## config.mk

```make
export PLATFORM = sky130hd
export DESIGN_NAME = sdm_sinc_trip
export DESIGN_NICKNAME = d
export VERILOG_FILES = /design/src/rtl/sdm_pkg.sv /design/src/rtl/sdm_tick.sv /design/src/rtl/sdm_integ.sv /design/src/rtl/sdm_comb.sv /design/src/rtl/sdm_nc_fsm.sv /design/src/rtl/sdm_sinc_trip.sv
export SDC_FILE = /design/constraint.sdc
export NUM_CORES = 1
export LEC_CHECK = 0
export ABC_AREA = 1
export BUFFER_PORTS_ARGS = -buffer_cell sky130_fd_sc_hd__clkbuf_2
export CAP_MARGIN = 40
export CORE_UTILIZATION = 50
export CTS_CLUSTER_SIZE = 12
export DETAILED_ROUTE_END_ITERATION = 8
export GPL_TIMING_DRIVEN = 1
export PLACE_DENSITY = 0.74
export SYNTH_ARGS = -nofsm -noshare
export SYNTH_HDL_FRONTEND = slang
export SYNTH_SLANG_ARGS = --single-unit
```

## constraint.sdc

```tcl
create_clock -name clk -period 19.8 [get_ports clk]
set_input_delay 0.99 -clock clk [delete_from_list [all_inputs] [get_ports clk]]
set_output_delay 0.99 -clock clk [all_outputs]
set_load 0.01 [all_outputs]
```

## src/rtl/sdm_pkg.sv

```systemverilog
package sdm_pkg;

    localparam int unsigned SDM_MAX_ORDER = 3;

    typedef enum logic {
        FIL_FILL,
        FIL_RUN
    } fill_state_t;

    typedef enum logic {
        NC_IDLE,
        NC_SETTLE
    } nc_state_t;

    function automatic logic [1:0] last_stage(input logic order3);
        return order3 ? 2'd2 : 2'd1;
    endfunction

endpackage

```

## src/rtl/sdm_tick.sv

```systemverilog
module sdm_tick #(
    parameter int unsigned CNT_W = 16,
    parameter int unsigned OSR_W = 8
) (
    input  logic             clk,
    input  logic             rst_n,
    input  logic             clr,
    input  logic             bit_en,
    input  logic [OSR_W-1:0] osr,
    output logic [CNT_W-1:0] samp_cnt,
    output logic             dec_evt
);

    logic [CNT_W-1:0] cnt_q;
    logic [CNT_W-1:0] cap_q;
    logic [CNT_W-1:0] cnt_nx;
    logic [CNT_W-1:0] target;

    assign cnt_nx   = cnt_q + CNT_W'(1);
    assign target   = cap_q + CNT_W'(osr);
    assign dec_evt  = bit_en && !clr && (cnt_nx == target);
    assign samp_cnt = cnt_q;

    always_ff @(posedge clk or negedge rst_n) begin
        if (!rst_n) begin
            cnt_q <= '0;
            cap_q <= '0;
        end else if (clr) begin
            cnt_q <= '0;
            cap_q <= '0;
        end else if (bit_en) begin
            cnt_q <= cnt_nx;
            if (dec_evt) begin
                cap_q <= cnt_nx;
            end
        end
    end

endmodule

```

## src/rtl/sdm_integ.sv

```systemverilog
module sdm_integ
    import sdm_pkg::*;
#(
    parameter int unsigned ACC_W = 25
) (
    input  logic             clk,
    input  logic             rst_n,
    input  logic             clr,
    input  logic             bit_en,
    input  logic             bit_in,
    input  logic             order3,
    output logic [ACC_W-1:0] smp
);

    logic [SDM_MAX_ORDER-1:0][ACC_W-1:0] acc_q;
    logic [SDM_MAX_ORDER-1:0][ACC_W-1:0] sum_nx;

    for (genvar g = 0; g < SDM_MAX_ORDER; g++) begin : g_int
        if (g == 0) begin : g_head
            assign sum_nx[g] = acc_q[g] + ACC_W'(bit_in);
        end else begin : g_tail
            assign sum_nx[g] = acc_q[g] + sum_nx[g-1];
        end
    end

    assign smp = sum_nx[last_stage(order3)];

    always_ff @(posedge clk or negedge rst_n) begin
        if (!rst_n) begin
            acc_q <= '0;
        end else if (clr) begin
            acc_q <= '0;
        end else if (bit_en) begin
            acc_q <= sum_nx;
        end
    end

endmodule

```

## src/rtl/sdm_comb.sv

```systemverilog
module sdm_comb
    import sdm_pkg::*;
#(
    parameter int unsigned ACC_W = 25
) (
    input  logic             clk,
    input  logic             rst_n,
    input  logic             clr,
    input  logic             dec_evt,
    input  logic             order3,
    input  logic [ACC_W-1:0] smp,
    output logic             dec_vld,
    output logic [ACC_W-1:0] dec_data,
    output logic             dec_settled
);

    logic [SDM_MAX_ORDER-1:0][ACC_W-1:0] dly_q;
    logic [SDM_MAX_ORDER-1:0][ACC_W-1:0] din;
    logic [SDM_MAX_ORDER-1:0][ACC_W-1:0] diff;
    fill_state_t fst_q, fst_nx;
    logic [1:0]  fill_q;
    logic        fill_done;

    for (genvar g = 0; g < SDM_MAX_ORDER; g++) begin : g_cmb
        if (g == 0) begin : g_head
            assign din[g] = smp;
        end else begin : g_tail
            assign din[g] = diff[g-1];
        end
        assign diff[g] = din[g] - dly_q[g];
    end

    assign fill_done = dec_evt && (fst_q == FIL_FILL) && (fill_q == last_stage(order3));

    always_comb begin
        fst_nx = fst_q;
        unique case (fst_q)
            FIL_FILL: if (fill_done) fst_nx = FIL_RUN;
            FIL_RUN:  fst_nx = FIL_RUN;
        endcase
    end

    always_ff @(posedge clk or negedge rst_n) begin
        if (!rst_n) begin
            fst_q <= FIL_FILL;
        end else if (clr) begin
            fst_q <= FIL_FILL;
        end else begin
            fst_q <= fst_nx;
        end
    end

    always_ff @(posedge clk or negedge rst_n) begin
        if (!rst_n) begin
            dly_q       <= '0;
            fill_q      <= '0;
            dec_vld     <= 1'b0;
            dec_data    <= '0;
            dec_settled <= 1'b0;
        end else if (clr) begin
            dly_q       <= '0;
            fill_q      <= '0;
            dec_vld     <= 1'b0;
            dec_data    <= '0;
            dec_settled <= 1'b0;
        end else begin
            dec_vld <= dec_evt;
            if (dec_evt) begin
                dly_q       <= din;
                dec_data    <= diff[last_stage(order3)];
                dec_settled <= (fst_q == FIL_RUN) || fill_done;
                if (fst_q == FIL_FILL) begin
                    fill_q <= fill_q + 2'd1;
                end
            end
        end
    end

endmodule

```

## src/rtl/sdm_nc_fsm.sv

```systemverilog
module sdm_nc_fsm
    import sdm_pkg::*;
#(
    parameter int unsigned ACC_W = 25
) (
    input  logic             clk,
    input  logic             rst_n,
    input  logic             clr,
    input  logic             nc_start,
    input  logic             order3,
    input  logic             dec_vld,
    input  logic [ACC_W-1:0] dec_data,
    output logic             nc_busy,
    output logic             nc_vld,
    output logic [ACC_W-1:0] nc_data
);

    nc_state_t st_q, st_nx;
    logic [1:0] seen_q;
    logic       last_hit;

    assign last_hit = (st_q == NC_SETTLE) && dec_vld && (seen_q == last_stage(order3));
    assign nc_busy  = (st_q == NC_SETTLE);

    always_comb begin
        st_nx = st_q;
        unique case (st_q)
            NC_IDLE:   if (nc_start) st_nx = NC_SETTLE;
            NC_SETTLE: if (last_hit) st_nx = NC_IDLE;
        endcase
        if (clr) st_nx = NC_IDLE;
    end

    always_ff @(posedge clk or negedge rst_n) begin
        if (!rst_n) begin
            st_q <= NC_IDLE;
        end else begin
            st_q <= st_nx;
        end
    end

    always_ff @(posedge clk or negedge rst_n) begin
        if (!rst_n) begin
            seen_q  <= '0;
            nc_vld  <= 1'b0;
            nc_data <= '0;
        end else begin
            nc_vld <= last_hit && !clr;
            if (st_q == NC_IDLE || clr) begin
                seen_q <= '0;
            end else if (dec_vld) begin
                seen_q <= seen_q + 2'd1;
            end
            if (last_hit && !clr) begin
                nc_data <= dec_data;
            end
        end
    end

endmodule

```

## src/rtl/sdm_sinc_trip.sv

```systemverilog
module sdm_sinc_trip
    import sdm_pkg::*;
#(
    parameter int unsigned OSR_W = 8,
    parameter int unsigned CNT_W = 16,
    localparam int unsigned ACC_W = SDM_MAX_ORDER * OSR_W + 1
) (
    input  logic             clk,
    input  logic             rst_n,
    input  logic             clr,
    input  logic             order3,
    input  logic [OSR_W-1:0] osr,
    input  logic [ACC_W-1:0] hi_lim,
    input  logic [ACC_W-1:0] lo_lim,
    input  logic             bit_en,
    input  logic             bit_in,
    input  logic             nc_start,
    output logic [CNT_W-1:0] samp_cnt,
    output logic             dec_vld,
    output logic [ACC_W-1:0] dec_data,
    output logic             oc_err,
    output logic             nc_busy,
    output logic             nc_vld,
    output logic [ACC_W-1:0] nc_data
);

    logic             dec_evt;
    logic             dec_settled;
    logic [ACC_W-1:0] smp;

    sdm_tick #(.CNT_W(CNT_W), .OSR_W(OSR_W)) i_tick (
        .clk(clk), .rst_n(rst_n), .clr(clr), .bit_en(bit_en), .osr(osr),
        .samp_cnt(samp_cnt), .dec_evt(dec_evt)
    );

    sdm_integ #(.ACC_W(ACC_W)) i_integ (
        .clk(clk), .rst_n(rst_n), .clr(clr), .bit_en(bit_en), .bit_in(bit_in),
        .order3(order3), .smp(smp)
    );

    sdm_comb #(.ACC_W(ACC_W)) i_comb (
        .clk(clk), .rst_n(rst_n), .clr(clr), .dec_evt(dec_evt), .order3(order3),
        .smp(smp), .dec_vld(dec_vld), .dec_data(dec_data), .dec_settled(dec_settled)
    );

    sdm_nc_fsm #(.ACC_W(ACC_W)) i_nc (
        .clk(clk), .rst_n(rst_n), .clr(clr), .nc_start(nc_start), .order3(order3),
        .dec_vld(dec_vld), .dec_data(dec_data), .nc_busy(nc_busy), .nc_vld(nc_vld),
        .nc_data(nc_data)
    );

    always_ff @(posedge clk or negedge rst_n) begin
        if (!rst_n) begin
            oc_err <= 1'b0;
        end else if (clr) begin
            oc_err <= 1'b0;
        end else if (dec_vld && dec_settled && (dec_data > hi_lim || dec_data < lo_lim)) begin
            oc_err <= 1'b1;
        end
    end

endmodule

```

==> out/metrics.yaml <==
top_layer: "met5"
die_h_um: 196.3
wire_per_inst_um: 16.34
finalCriticalPeriod_ns: 9.743
port-buffer-count: 134
globalplace.congestion: 0.9377
hold_viol: 0
maxCapViolations: 0
clkSinkCount: 242
place_ws_ns: 9.672
grt_max_degree: 116
via_per_inst: 5.545
synth_cell_types: 56
synthArstFlopShare: 1.000
worstSetupPathType: "primary input to register"
critPathMaxFanout: 6
critPathLaunchType: "primary input"
synth-edff-count: 0
fin_crit_sh: 0.4921
overflow: 0
path_buf_inv: 11
yosysSeqAreaShare: 0.3209
yosysWarnings: 0
ctsHoldBuffers: 0
drcViolationCount: 0
tns_ns: 0
status: "finished clean"
arrival_ns: 10.19
critPathRequiredTime_ns: 20.25
wirelength_um: 51440
hold_slack_ns: 0.4699
core_um2: 36870
initial_core_util: 0.5118
fin_skew_ns: 0.01812
slew_violations: 0
critPathLaunch: "bit_in"
multi_input_area_um2: 11050
die_w_um: 196.3
critical-path-top-delay-family: "compound AO/OA/AOI/OAI gates"
cts_made_buffers: 29
antenna_found_initial: 1
cts.clk_slew.worst_paths_ns: 0.06
met3WireLength_um: 2667
grt.total_usage: 0.2749
final_common_cell: "nand2_1"
avgSynthCellArea_um2: 7.503
setup_viol: 0
syn_inst: 2515
regToRegEndpoint: "i_comb.dec_data[24]"
dp_hpwl_um: 38230
cts_resized: 0
end_kind: "register"
final_cell_mix: "nand2_1 (520), inv_1 (376), dfrtp_1 (242)"
rows: 70
total_power_uw: 2488
rr_worst_depth: 56
area_delta_synth_final_pct: 10.78
fin_ws_ns: 10.06
grt_pass1_wl_um: 87130
fmax_mhz: 102.6
cp_common_cell: "nand2_1"
root_buffer: "clkbuf_16"
slew_headroom: 0.4084
ys_ff_latch: 242
hp-class: "primary input to async pin"
seq_area_um2: 6056
clk_latency_ns: 0.57
post_cts_buffers: 0
vias: 17456
drtAntennaViolNets: 0
cts_tree: "done"
r2r_slack_ns: 10.20
wl_met1_um: 22530
wl_met2_um: 23800
powerDensity_nw_per_um2: 119.0
netlist_area_um2: 18870
slowest_stage: "o21ai_0"
slowest_delay_ns: 0.61
die-area_um2: 38520
rsz0062_at_grt: "no"
layout.nets: 2888
drtIter0Drc: 1224
rr_startpoint: "i_integ.acc_q[0]"
firstDrtPassIters: 6
clk_path_buf_depth: 3
power.leakage_uw: 0.01110
synth_fp_nets: 2776
grt_pass1_vias: 17642
tightest_slew_ns: 0.8873
drive_gt1_frac: 0.1044
ios: 135
ir_drop_mv: 0.07927
synth_top_flop_cell: "dfrtp_1"
h-tree-depth: 1
nFillCells: 3400
n_antenna_cell: 0
[area by class of cell]
type / count / share of cell area
clock buffer: 39 / 0.03938
clock inverter: 9 / 0.003831
inverter: 382 / 0.06865
multi-input combinational: 1824 / 0.5288
sequential: 242 / 0.2897
tap: 504 / 0.03017
timing repair buffer: 148 / 0.03950
[how the worst max path moves through the flow]
stage	endpoint	slack (ns)	cells past startpoint
6_report	i_comb.dec_data[24]	10.06	57
5_1_grt	i_comb.dec_data[24]	9.00	58
4_1_cts	i_comb.dec_data[24]	10.19	57
3_5_place_dp	i_comb.dec_data[24]	9.67	53
3_3_place_gp	i_comb.dec_data[24]	9.80	57
2_1_floorplan	i_comb.dec_data[24]	11.37	57
[registers in the layout, indices dropped and copies added, names as in the netlist]
register / cells
i_tick.cap_q: 16
i_comb.dly_q: 75
i_nc.seen_q: 2
i_nc.nc_vld: 1
i_comb.dec_data: 25
oc_err: 1
i_tick.samp_cnt: 16
i_comb.fill_q: 2
i_comb.fst_q: 1
i_comb.dec_vld: 1
i_integ.acc_q: 75
i_nc.nc_busy: 1
i_comb.dec_settled: 1
i_nc.nc_data: 25
[worst reg2reg max path, delay by kind of cell (launching register included)]
family / cells / cell delay, ns
AOI/OAI and AO/OA: 13 / 3.02
buffers and inverters: 10 / 0.58
and+or+nand+nor: 24 / 2.85
xor gates and xnor gates: 3 / 0.77
adders and majority gates: 6 / 1.87
DFF: 1 / 0.37
[cells in the mapped netlist (all sizes together), types with 4 or more instances]
library cell	instances	area [um^2]
a211oi	6	45.04
mux2	24	270.3
nand3	211	1061
a21boi	4	30.03
or2	20	125.1
nand4	27	168.9
xnor2	33	289.0
inv	382	1434
nor3	35	190.2
o21bai	11	82.58
o211ai	10	75.07
nand2	523	1989
xor2	91	797.0
nor2	114	455.4
fa	6	120.1
a31oi	8	50.05
o22ai	54	456.7
o221ai	6	52.55
a21o	13	97.59
buf	31	201.5
nor4	10	62.56
a21oi	162	810.8
dfrtp	242	6056
clkbuf	36	135.1
o21ai	228	1141
o21a	9	67.56
ha	190	2377
[stage by stage]
stage | cells | cell area (um^2) | util
final | 3148 | 20910 | 0.5669
after global routing | 3148 | 20910 | 0.5669
after CTS | 3148 | 20910 | 0.5669
after detailed placement | 3100 | 20000 | 0.5425
after global placement | 3098 | 19950 | 0.5410
after floorplan | 2515 | 18870 | -
[layer usage]
layer | vias to the layer above | track usage
li1 | 8609 | -
met1 | 8112 | 0.3454
met2 | 572 | 0.4724
met3 | 161 | 0.03077
met4 | 2 | 0.1276
met5 | - | 0
[kinds of logic after synthesis]
family	after synthesis	share of synthesized area
adders and majority gates	196	0.1323
muxes	24	0.01432
buffers and inverters	449	0.09382
and+or+nand+nor	953	0.2195
AOI/OAI and AO/OA	527	0.1615
xor gates and xnor gates	124	0.05755
DFF	242	0.3209
[power breakdown]
part	internal (uW)	total [uW]	switching, uW
sequential	503	516	13.3
clock	301	516	215
combinational	515	1460	940
total	1320	2490	1170
No activity file was read; power rests on OpenSTA's default activity.
